File: src/rtl/tmr_pkg.sv
package tmr_pkg;

  // Global register field positions
  localparam int unsigned ACK_LSB     = 0;
  localparam int unsigned RESTART_LSB = 8;

  // Control register field positions
  localparam int unsigned PRES_LSB = 16;
  localparam int unsigned EN_BIT   = 7;
  localparam int unsigned AL_BIT   = 4;

  // Reset-status register field positions
  localparam int unsigned SYS_ARM_BIT = 31;
  localparam int unsigned EXT_ARM_BIT = 30;
  localparam int unsigned SW_FLAG_BIT = 2;
  localparam int unsigned WD_FLAG_BIT = 1;

  localparam logic [7:0] GLB_ADDR = 8'h00;

  typedef enum logic [1:0] {
    SUB_CTL  = 2'd0,
    SUB_LIM  = 2'd1,
    SUB_CNT  = 2'd2,
    SUB_NONE = 2'd3
  } sub_reg_e;

  function automatic sub_reg_e decode_sub(input logic [3:0] off);
    case (off)
      4'h0:    return SUB_CTL;
      4'h4:    return SUB_LIM;
      4'h8:    return SUB_CNT;
      default: return SUB_NONE;
    endcase
  endfunction

endpackage

File: src/rtl/tmr_channel.sv
module tmr_channel
  import tmr_pkg::*;
#(
  parameter int unsigned PW = 16,
  parameter int unsigned CW = 16
) (
  input  logic          clk,
  input  logic          rst_n,
  input  logic          ctl_we,
  input  logic [PW-1:0] ctl_pres,
  input  logic          ctl_en,
  input  logic          ctl_al,
  input  logic          lim_we,
  input  logic [CW-1:0] lim_val,
  input  logic          restart,
  input  logic          ack,
  output logic [PW-1:0] pres_q,
  output logic          en_q,
  output logic          al_q,
  output logic [CW-1:0] lim_q,
  output logic [CW-1:0] cnt_q,
  output logic          flag_q,
  output logic          hit
);

  logic [PW-1:0] pres_n, div_q, div_n, pres_m1;
  logic          en_n, al_n, done_q, done_n, flag_n, running, tick;
  logic [CW-1:0] lim_n, cnt_n;
  logic [CW:0]   cnt_inc;

  always_comb begin
    pres_n = pres_q;
    en_n   = en_q;
    al_n   = al_q;
    if (ctl_we) begin
      pres_n = ctl_pres;
      en_n   = ctl_en;
      al_n   = ctl_al;
    end
    lim_n = lim_we ? lim_val : lim_q;

    pres_m1 = (pres_q == '0) ? '0 : pres_q - 1'b1;
    running = en_q && !done_q;
    tick    = running && (div_q == pres_m1);
    cnt_inc = {1'b0, cnt_q} + 1'b1;
    hit     = tick && (cnt_inc >= {1'b0, lim_q});

    cnt_n  = cnt_q;
    div_n  = div_q;
    done_n = done_q;
    if (restart) begin
      cnt_n  = '0;
      div_n  = '0;
      done_n = 1'b0;
    end else if (running) begin
      div_n = tick ? '0 : div_q + 1'b1;
      if (hit) begin
        cnt_n  = al_q ? '0 : lim_q;
        done_n = !al_q;
      end else if (tick) begin
        cnt_n = cnt_inc[CW-1:0];
      end
    end

    if (hit)      flag_n = 1'b1;
    else if (ack) flag_n = 1'b0;
    else          flag_n = flag_q;
  end

  always_ff @(posedge clk or negedge rst_n) begin
    if (!rst_n) begin
      pres_q <= '0;
      en_q   <= 1'b0;
      al_q   <= 1'b0;
      lim_q  <= '0;
      cnt_q  <= '0;
      div_q  <= '0;
      done_q <= 1'b0;
      flag_q <= 1'b0;
    end else begin
      pres_q <= pres_n;
      en_q   <= en_n;
      al_q   <= al_n;
      lim_q  <= lim_n;
      cnt_q  <= cnt_n;
      div_q  <= div_n;
      done_q <= done_n;
      flag_q <= flag_n;
    end
  end

endmodule

File: src/rtl/tmr_rst_pulse.sv
module tmr_rst_pulse #(
  parameter int unsigned LEN = 4
) (
  input  logic clk,
  input  logic rst_n,
  input  logic fire_sys,
  input  logic fire_ext,
  output logic sys_o,
  output logic ext_o
);

  localparam int unsigned LW = $clog2(LEN + 1);
  localparam logic [LW-1:0] LEN_V = LW'(LEN);

  logic [LW-1:0] left_q, left_n;
  logic          sel_sys_q, sel_sys_n, sel_ext_q, sel_ext_n, active;

  always_comb begin
    active    = (left_q != '0);
    left_n    = left_q;
    sel_sys_n = sel_sys_q;
    sel_ext_n = sel_ext_q;
    if (fire_sys || fire_ext) begin
      left_n    = LEN_V;
      sel_sys_n = fire_sys || (active && sel_sys_q);
      sel_ext_n = fire_ext || (active && sel_ext_q);
    end else if (active) begin
      left_n = left_q - 1'b1;
    end
  end

  always_ff @(posedge clk or negedge rst_n) begin
    if (!rst_n) begin
      left_q    <= '0;
      sel_sys_q <= 1'b0;
      sel_ext_q <= 1'b0;
    end else begin
      left_q    <= left_n;
      sel_sys_q <= sel_sys_n;
      sel_ext_q <= sel_ext_n;
    end
  end

  assign sys_o = active && sel_sys_q;
  assign ext_o = active && sel_ext_q;

endmodule

File: src/rtl/tri_timer_wdog.sv
module tri_timer_wdog
  import tmr_pkg::*;
#(
  parameter int unsigned NCH       = 3,
  parameter int unsigned PW        = 16,
  parameter int unsigned CW        = 16,
  parameter int unsigned WD_CH     = 1,
  parameter int unsigned PULSE_LEN = 4
) (
  input  logic           clk,
  input  logic           rst_n,
  input  logic [7:0]     bus_addr,
  input  logic           bus_we,
  input  logic [31:0]    bus_wdata,
  output logic [31:0]    bus_rdata,
  output logic [NCH-1:0] irq,
  output logic           sys_rst_o,
  output logic           ext_rst_o
);

  localparam logic [7:0] RSTAT_ADDR = 8'((NCH + 1) * 16);

  logic [PW-1:0]  ch_pres [NCH];
  logic [CW-1:0]  ch_lim  [NCH];
  logic [CW-1:0]  ch_cnt  [NCH];
  logic [NCH-1:0] ch_en, ch_al, ch_flag, ch_hit;
  logic [NCH-1:0] ch_ctl_we, ch_lim_we, ch_restart, ch_ack;
  logic           glb_we, rstat_we, sw_req, wd_fire;
  logic           sys_arm_q, sys_arm_n, ext_arm_q, ext_arm_n;
  logic           wd_flag_q, wd_flag_n, sw_flag_q, sw_flag_n;
  sub_reg_e       rd_sub;
  logic           unused_wdata;

  assign unused_wdata = ^bus_wdata;
  assign glb_we   = bus_we && (bus_addr == GLB_ADDR);
  assign rstat_we = bus_we && (bus_addr == RSTAT_ADDR);

  for (genvar i = 0; i < NCH; i++) begin : g_ch
    logic page_hit;
    assign page_hit      = (bus_addr[7:4] == 4'(i + 1));
    assign ch_ctl_we[i]  = bus_we && page_hit && (decode_sub(bus_addr[3:0]) == SUB_CTL);
    assign ch_lim_we[i]  = bus_we && page_hit && (decode_sub(bus_addr[3:0]) == SUB_LIM);
    assign ch_restart[i] = glb_we && bus_wdata[RESTART_LSB + i];
    assign ch_ack[i]     = glb_we && bus_wdata[ACK_LSB + i];

    tmr_channel #(.PW(PW), .CW(CW)) u_ch (
      .clk      (clk),
      .rst_n    (rst_n),
      .ctl_we   (ch_ctl_we[i]),
      .ctl_pres (bus_wdata[PRES_LSB +: PW]),
      .ctl_en   (bus_wdata[EN_BIT]),
      .ctl_al   (bus_wdata[AL_BIT]),
      .lim_we   (ch_lim_we[i]),
      .lim_val  (bus_wdata[CW-1:0]),
      .restart  (ch_restart[i]),
      .ack      (ch_ack[i]),
      .pres_q   (ch_pres[i]),
      .en_q     (ch_en[i]),
      .al_q     (ch_al[i]),
      .lim_q    (ch_lim[i]),
      .cnt_q    (ch_cnt[i]),
      .flag_q   (ch_flag[i]),
      .hit      (ch_hit[i])
    );
  end

  assign irq = ch_flag;

  // Watchdog arming and reset-cause flags
  assign wd_fire = ch_hit[WD_CH] && (sys_arm_q || ext_arm_q);
  assign sw_req  = rstat_we && bus_wdata[SW_FLAG_BIT];

  always_comb begin
    sys_arm_n = sys_arm_q;
    ext_arm_n = ext_arm_q;
    sw_flag_n = sw_flag_q;
    wd_flag_n = wd_flag_q;
    if (rstat_we) begin
      sys_arm_n = bus_wdata[SYS_ARM_BIT];
      ext_arm_n = bus_wdata[EXT_ARM_BIT];
      sw_flag_n = bus_wdata[SW_FLAG_BIT];
      wd_flag_n = wd_flag_q && bus_wdata[WD_FLAG_BIT];
    end
    if (wd_fire) wd_flag_n = 1'b1;
  end

  always_ff @(posedge clk or negedge rst_n) begin
    if (!rst_n) begin
      sys_arm_q <= 1'b0;
      ext_arm_q <= 1'b0;
      sw_flag_q <= 1'b0;
      wd_flag_q <= 1'b0;
    end else begin
      sys_arm_q <= sys_arm_n;
      ext_arm_q <= ext_arm_n;
      sw_flag_q <= sw_flag_n;
      wd_flag_q <= wd_flag_n;
    end
  end

  tmr_rst_pulse #(.LEN(PULSE_LEN)) u_pulse (
    .clk      (clk),
    .rst_n    (rst_n),
    .fire_sys ((wd_fire && sys_arm_q) || sw_req),
    .fire_ext (wd_fire && ext_arm_q),
    .sys_o    (sys_rst_o),
    .ext_o    (ext_rst_o)
  );

  // Read path
  assign rd_sub = decode_sub(bus_addr[3:0]);

  always_comb begin
    bus_rdata = '0;
    if (bus_addr == GLB_ADDR) begin
      bus_rdata[ACK_LSB +: NCH] = ch_flag;
    end else if (bus_addr == RSTAT_ADDR) begin
      bus_rdata[SYS_ARM_BIT] = sys_arm_q;
      bus_rdata[EXT_ARM_BIT] = ext_arm_q;
      bus_rdata[SW_FLAG_BIT] = sw_flag_q;
      bus_rdata[WD_FLAG_BIT] = wd_flag_q;
    end else begin
      for (int i = 0; i < NCH; i++) begin
        if (bus_addr[7:4] == 4'(i + 1)) begin
          case (rd_sub)
            SUB_CTL: begin
              bus_rdata[PRES_LSB +: PW] = ch_pres[i];
              bus_rdata[EN_BIT]         = ch_en[i];
              bus_rdata[AL_BIT]         = ch_al[i];
            end
            SUB_LIM: bus_rdata[CW-1:0] = ch_lim[i];
            SUB_CNT: bus_rdata[CW-1:0] = ch_cnt[i];
            default: bus_rdata = '0;
          endcase
        end
      end
    end
  end

endmodule

File: config.mk
export PLATFORM = sky130hd
export DESIGN_NAME = tri_timer_wdog
export DESIGN_NICKNAME = d
export VERILOG_FILES = /design/src/rtl/tmr_pkg.sv /design/src/rtl/tmr_channel.sv /design/src/rtl/tmr_rst_pulse.sv /design/src/rtl/tri_timer_wdog.sv
export SDC_FILE = /design/constraint.sdc
export NUM_CORES = 1
export LEC_CHECK = 0
export BUFFER_PORTS_ARGS = -buffer_cell sky130_fd_sc_hd__buf_2
export CORE_MARGIN = 3
export CORE_UTILIZATION = 50
export CTS_CLUSTER_DIAMETER = 200
export DETAILED_ROUTE_END_ITERATION = 8
export PLACE_DENSITY = 0.77
export SYNTH_ARGS = -nofsm -noshare
export SYNTH_HDL_FRONTEND = slang
export SYNTH_SLANG_ARGS = --single-unit
File: constraint.sdc
create_clock -name clk -period 5.6 [get_ports clk]
set_clock_uncertainty 0.05 [all_clocks]
set_input_delay 0.56 -clock clk [delete_from_list [all_inputs] [get_ports clk]]
set_output_delay 0.56 -clock clk [all_outputs]
set_load 0.01 [all_outputs]
==> impl_metrics.json <==
{
  "rr_startpoint": "g_ch[2].u_ch.cnt_q[4]$_DFFE_PN0P_",
  "path_buf_inv": 0,
  "die-area_sq_um": 32100,
  "first_pass_iters": 5,
  "cts_made_buffers": 26,
  "area_delta_synth_final_pct": 9.88,
  "cap_violations": 0,
  "grt-ovfl-total": 0,
  "routed_wl_microns": 45800,
  "mappedNetlistNets": 1858,
  "ff2ff_setup_slack_ps": 1080,
  "track_usage_pct": 28.3,
  "grt_pass1_vias": 13200,
  "end_kind": "flip-flop",
  "drt_iter0_drc": 1453,
  "status": "completed",
  "num_vias": 13800,
  "post_cts_buffers": 0,
  "cts_tree": "yes",
  "row_count": 62,
  "worstSetupStartpoint": "g_ch[2].u_ch.cnt_q[4]$_DFFE_PN0P_",
  "crit_end": "g_ch[2].u_ch.cnt_q[9]$_DFFE_PN0P_",
  "max_stage_delay_ps": 900,
  "die_w_microns": 179,
  "power.total_mw": 4.19,
  "synth_area_sq_um": 15000,
  "cp.required_ps": 6000,
  "nFillCells": 2663,
  "clockRootBuffer": "clkbuf_16",
  "h-tree-depth": 1,
  "cp-start-kind": "flip-flop",
  "io_pins": 80,
  "max_freq_ghz": 0.221,
  "r2r_end": "g_ch[2].u_ch.cnt_q[9]$_DFFE_PN0P_",
  "setup_tns_ps": 0,
  "cp_slowest_cell": "nor2_1",
  "critical_path_depth": 15,
  "clockBufferDepth": 3,
  "drcViolationCount": 0,
  "yosysWarnings": 0,
  "cts_sinks": 213,
  "reg2regPathDepth": 15,
  "path_cells": "and4_1 -> and3_1 -> nand3_1 -> nor2_1 -> and3_1 -> xor2_1 -> ha_1 -> nor2b_1 -> o21ai_0 -> nand2b_1 -> a221oi_1 -> nand3_1 -> nor2_1 -> a22oi_1 -> a21oi_1",
  "crit_type": "flip-flop to flip-flop",
  "syn_area_per_cell_sq_um": 8.57,
  "synth_enable_flop_cells": 0,
  "synthArstFlopShare_pct": 100,
  "globalplace.congestion": 0.965,
  "rsz0062_at_grt": "false",
  "core_region_area_sq_um": 29200,
  "period_needed_ps": 4520,
  "start_util_pct": 51.4,
  "crit_arrival_ps": 4930,
  "clk_latency_ps": 550,
  "synth_seq_cells": 213,
  "hold_violations": 0,
  "nets": 1866,
  "antenna_found_initial": 2,
  "synth_cell_types": 86,
  "worstMarginPinSlew_ps": 1190,
  "period_share_pct": 80.8,
  "wl_per_cell_microns": 21.2,
  "setup_viol": 0,
  "drive_above_1_share_pct": 12.3,
  "ir_drop_uv": 214,
  "ant_nets": 0,
  "grt_pass1_wl_microns": 72700,
  "max-slew-margin-rel_pct": 20.8,
  "cts.clk_slew.worst_paths_ps": 60,
  "crit_fanout": 15,
  "dp_hpwl_microns": 33500,
  "vias_per_cell": 6.38,
  "die_h_microns": 179,
  "synth-main-ff-cell": "dfrtp_1",
  "netlist_instances": 1751,
  "ys_seq_area_share_pct": 35.5,
  "p_per_area_nw_per_um2": 254,
  "leakage_nw": 7.27,
  "io_buffers": 79,
  "maxSlewViolCount": 0,
  "hold_class": "input port to flip-flop",
  "cp_top_family": "simple AND/OR/NAND/NOR gates",
  "grt_max_degree": 145
}
kinds of logic after synthesis:
family	count (synthesis)	share of synthesized area, %
and+or+nand+nor	642	21.6
AOI/OAI and AO/OA	432	19.2
adders and majority gates	64	5.34
xor gates and xnor gates	127	7.60
buffers and inverters	195	5.10
muxes	78	5.68
DFF	213	35.5
cells in the mapped netlist, types with 7 or more instances:
library cell  number  area share, %
a211oi_1          16           0.80
a21o_1            13           0.65
a21oi_1           78            2.6
a22o_1             7           0.41
a22oi_1           65            3.3
a31oi_1           13           0.54
and2_1            11           0.46
and3_1            26            1.1
buf_2             12           0.40
clkbuf_1          93            2.3
dfrtp_1          213             36
ha_1              64            5.3
inv_1             80            2.0
mux2_2            53            4.0
mux2i_1           24            1.6
nand2_1          162            4.1
nand2b_1          28            1.2
nand3_1           74            2.5
nand3b_1           7           0.35
nand4_1           23           0.96
nor2_1           145            3.6
nor2b_1           18           0.75
nor3_1            43            1.4
nor3b_1           10           0.50
nor4_1            23           0.96
o21a_1             8           0.40
o21ai_0          117            3.9
o21bai_1           7           0.35
o22a_1            12           0.70
o31ai_1           28            1.4
or3_1             21           0.88
or4_1             12           0.60
xnor2_1           70            4.1
xor2_1            55            3.2
report_power, final:
| part | internal, mW | switching, mW | total [mW] |
|---|---|---|---|
| combinational | 0.292 | 0.442 | 0.734 |
| clock | 1.06 | 0.686 | 1.74 |
| sequential | 1.62 | 0.0880 | 1.71 |
worst min-delay path, stage by stage:
cell,delay [ps]
buf_2,100
nand2_1,50
o21ai_0,70
layer usage:
layer  global-route usage (%)  wire, microns
met1                     39.7          19300
met3                     3.79           3680
met2                     44.4          20900
met5                        0              0
met4                     11.4           1920
what timing repair did:
action,in CTS,in global routing
endpoints found under the setup margin,0,0
hold endpoints to repair,69,0
resized for setup,0,0
hold buffers,1,0
metrics by stage:
step | setup slack [ps] | cell area [sq um] | utilization [%] | hold slack (ps) | cells
after global placement | 1400 | 15600 | 53.4 | 412 | 2114
after detailed placement | 1200 | 15600 | 53.4 | 420 | 2114
final | 1080 | 16500 | 56.5 | 216 | 2164
after global routing | 669 | 16500 | 56.5 | 213 | 2164
after floorplan | 1910 | 15000 | - | 214 | 1751
after CTS | 1180 | 16500 | 56.5 | 196 | 2162
worst min-delay path by stage:
stage / from / endpoint / cells after the start
3_3_place_gp: sw_flag_q$_DFFE_PN0P_ / sw_flag_q$_DFFE_PN0P_ / 2
2_1_floorplan: rst_n / ext_arm_q$_DFFE_PN0P_ / 0
3_5_place_dp: sw_flag_q$_DFFE_PN0P_ / sw_flag_q$_DFFE_PN0P_ / 2
5_1_grt: bus_wdata[25] / g_ch[2].u_ch.pres_q[9]$_DFFE_PN0P_ / 3
6_report: bus_wdata[25] / g_ch[2].u_ch.pres_q[9]$_DFFE_PN0P_ / 3
4_1_cts: bus_wdata[25] / g_ch[2].u_ch.pres_q[9]$_DFFE_PN0P_ / 3
final cells by class:
cell class              instances  area [sq um]  share of cell area [%]
flip-flops and latches        213          5330                    32.3
inverters                      80           300                    1.82
clock inverters                11           148                   0.895
well taps                     384           480                    2.91
clock buffers                  36           738                    4.48
repair buffers                 95           541                    3.28
diodes                          2          5.00                  0.0304
multi-input cells            1343          8950                    54.3
layout by cell type, fill, tap and decap left out, types with 28 or more instances in the layout:
master    count
xor2_1       55
dfrtp_1     213
xnor2_1      70
a22oi_1      65
nand2b_1     28
a21oi_1      78
nand3_1      74
o31ai_1      28
buf_2        78
inv_1        80
nor3_1       43
nor2_1      142
o21ai_0     117
mux2_2       53
ha_1         63
nand2_1     162
flip-flops by register name, summed over array words and instances, names as in the netlist, 3 cells and up:
register / flops
g_ch.u_ch.lim_q: 48
g_ch.u_ch.done_q: 3
g_ch.u_ch.cnt_q: 48
g_ch.u_ch.en_q: 3
g_ch.u_ch.flag_q: 3
g_ch.u_ch.pres_q: 48
g_ch.u_ch.div_q: 48
g_ch.u_ch.al_q: 3
u_pulse.left_q: 3
Note: power is estimated with default switching activity, not from simulation.
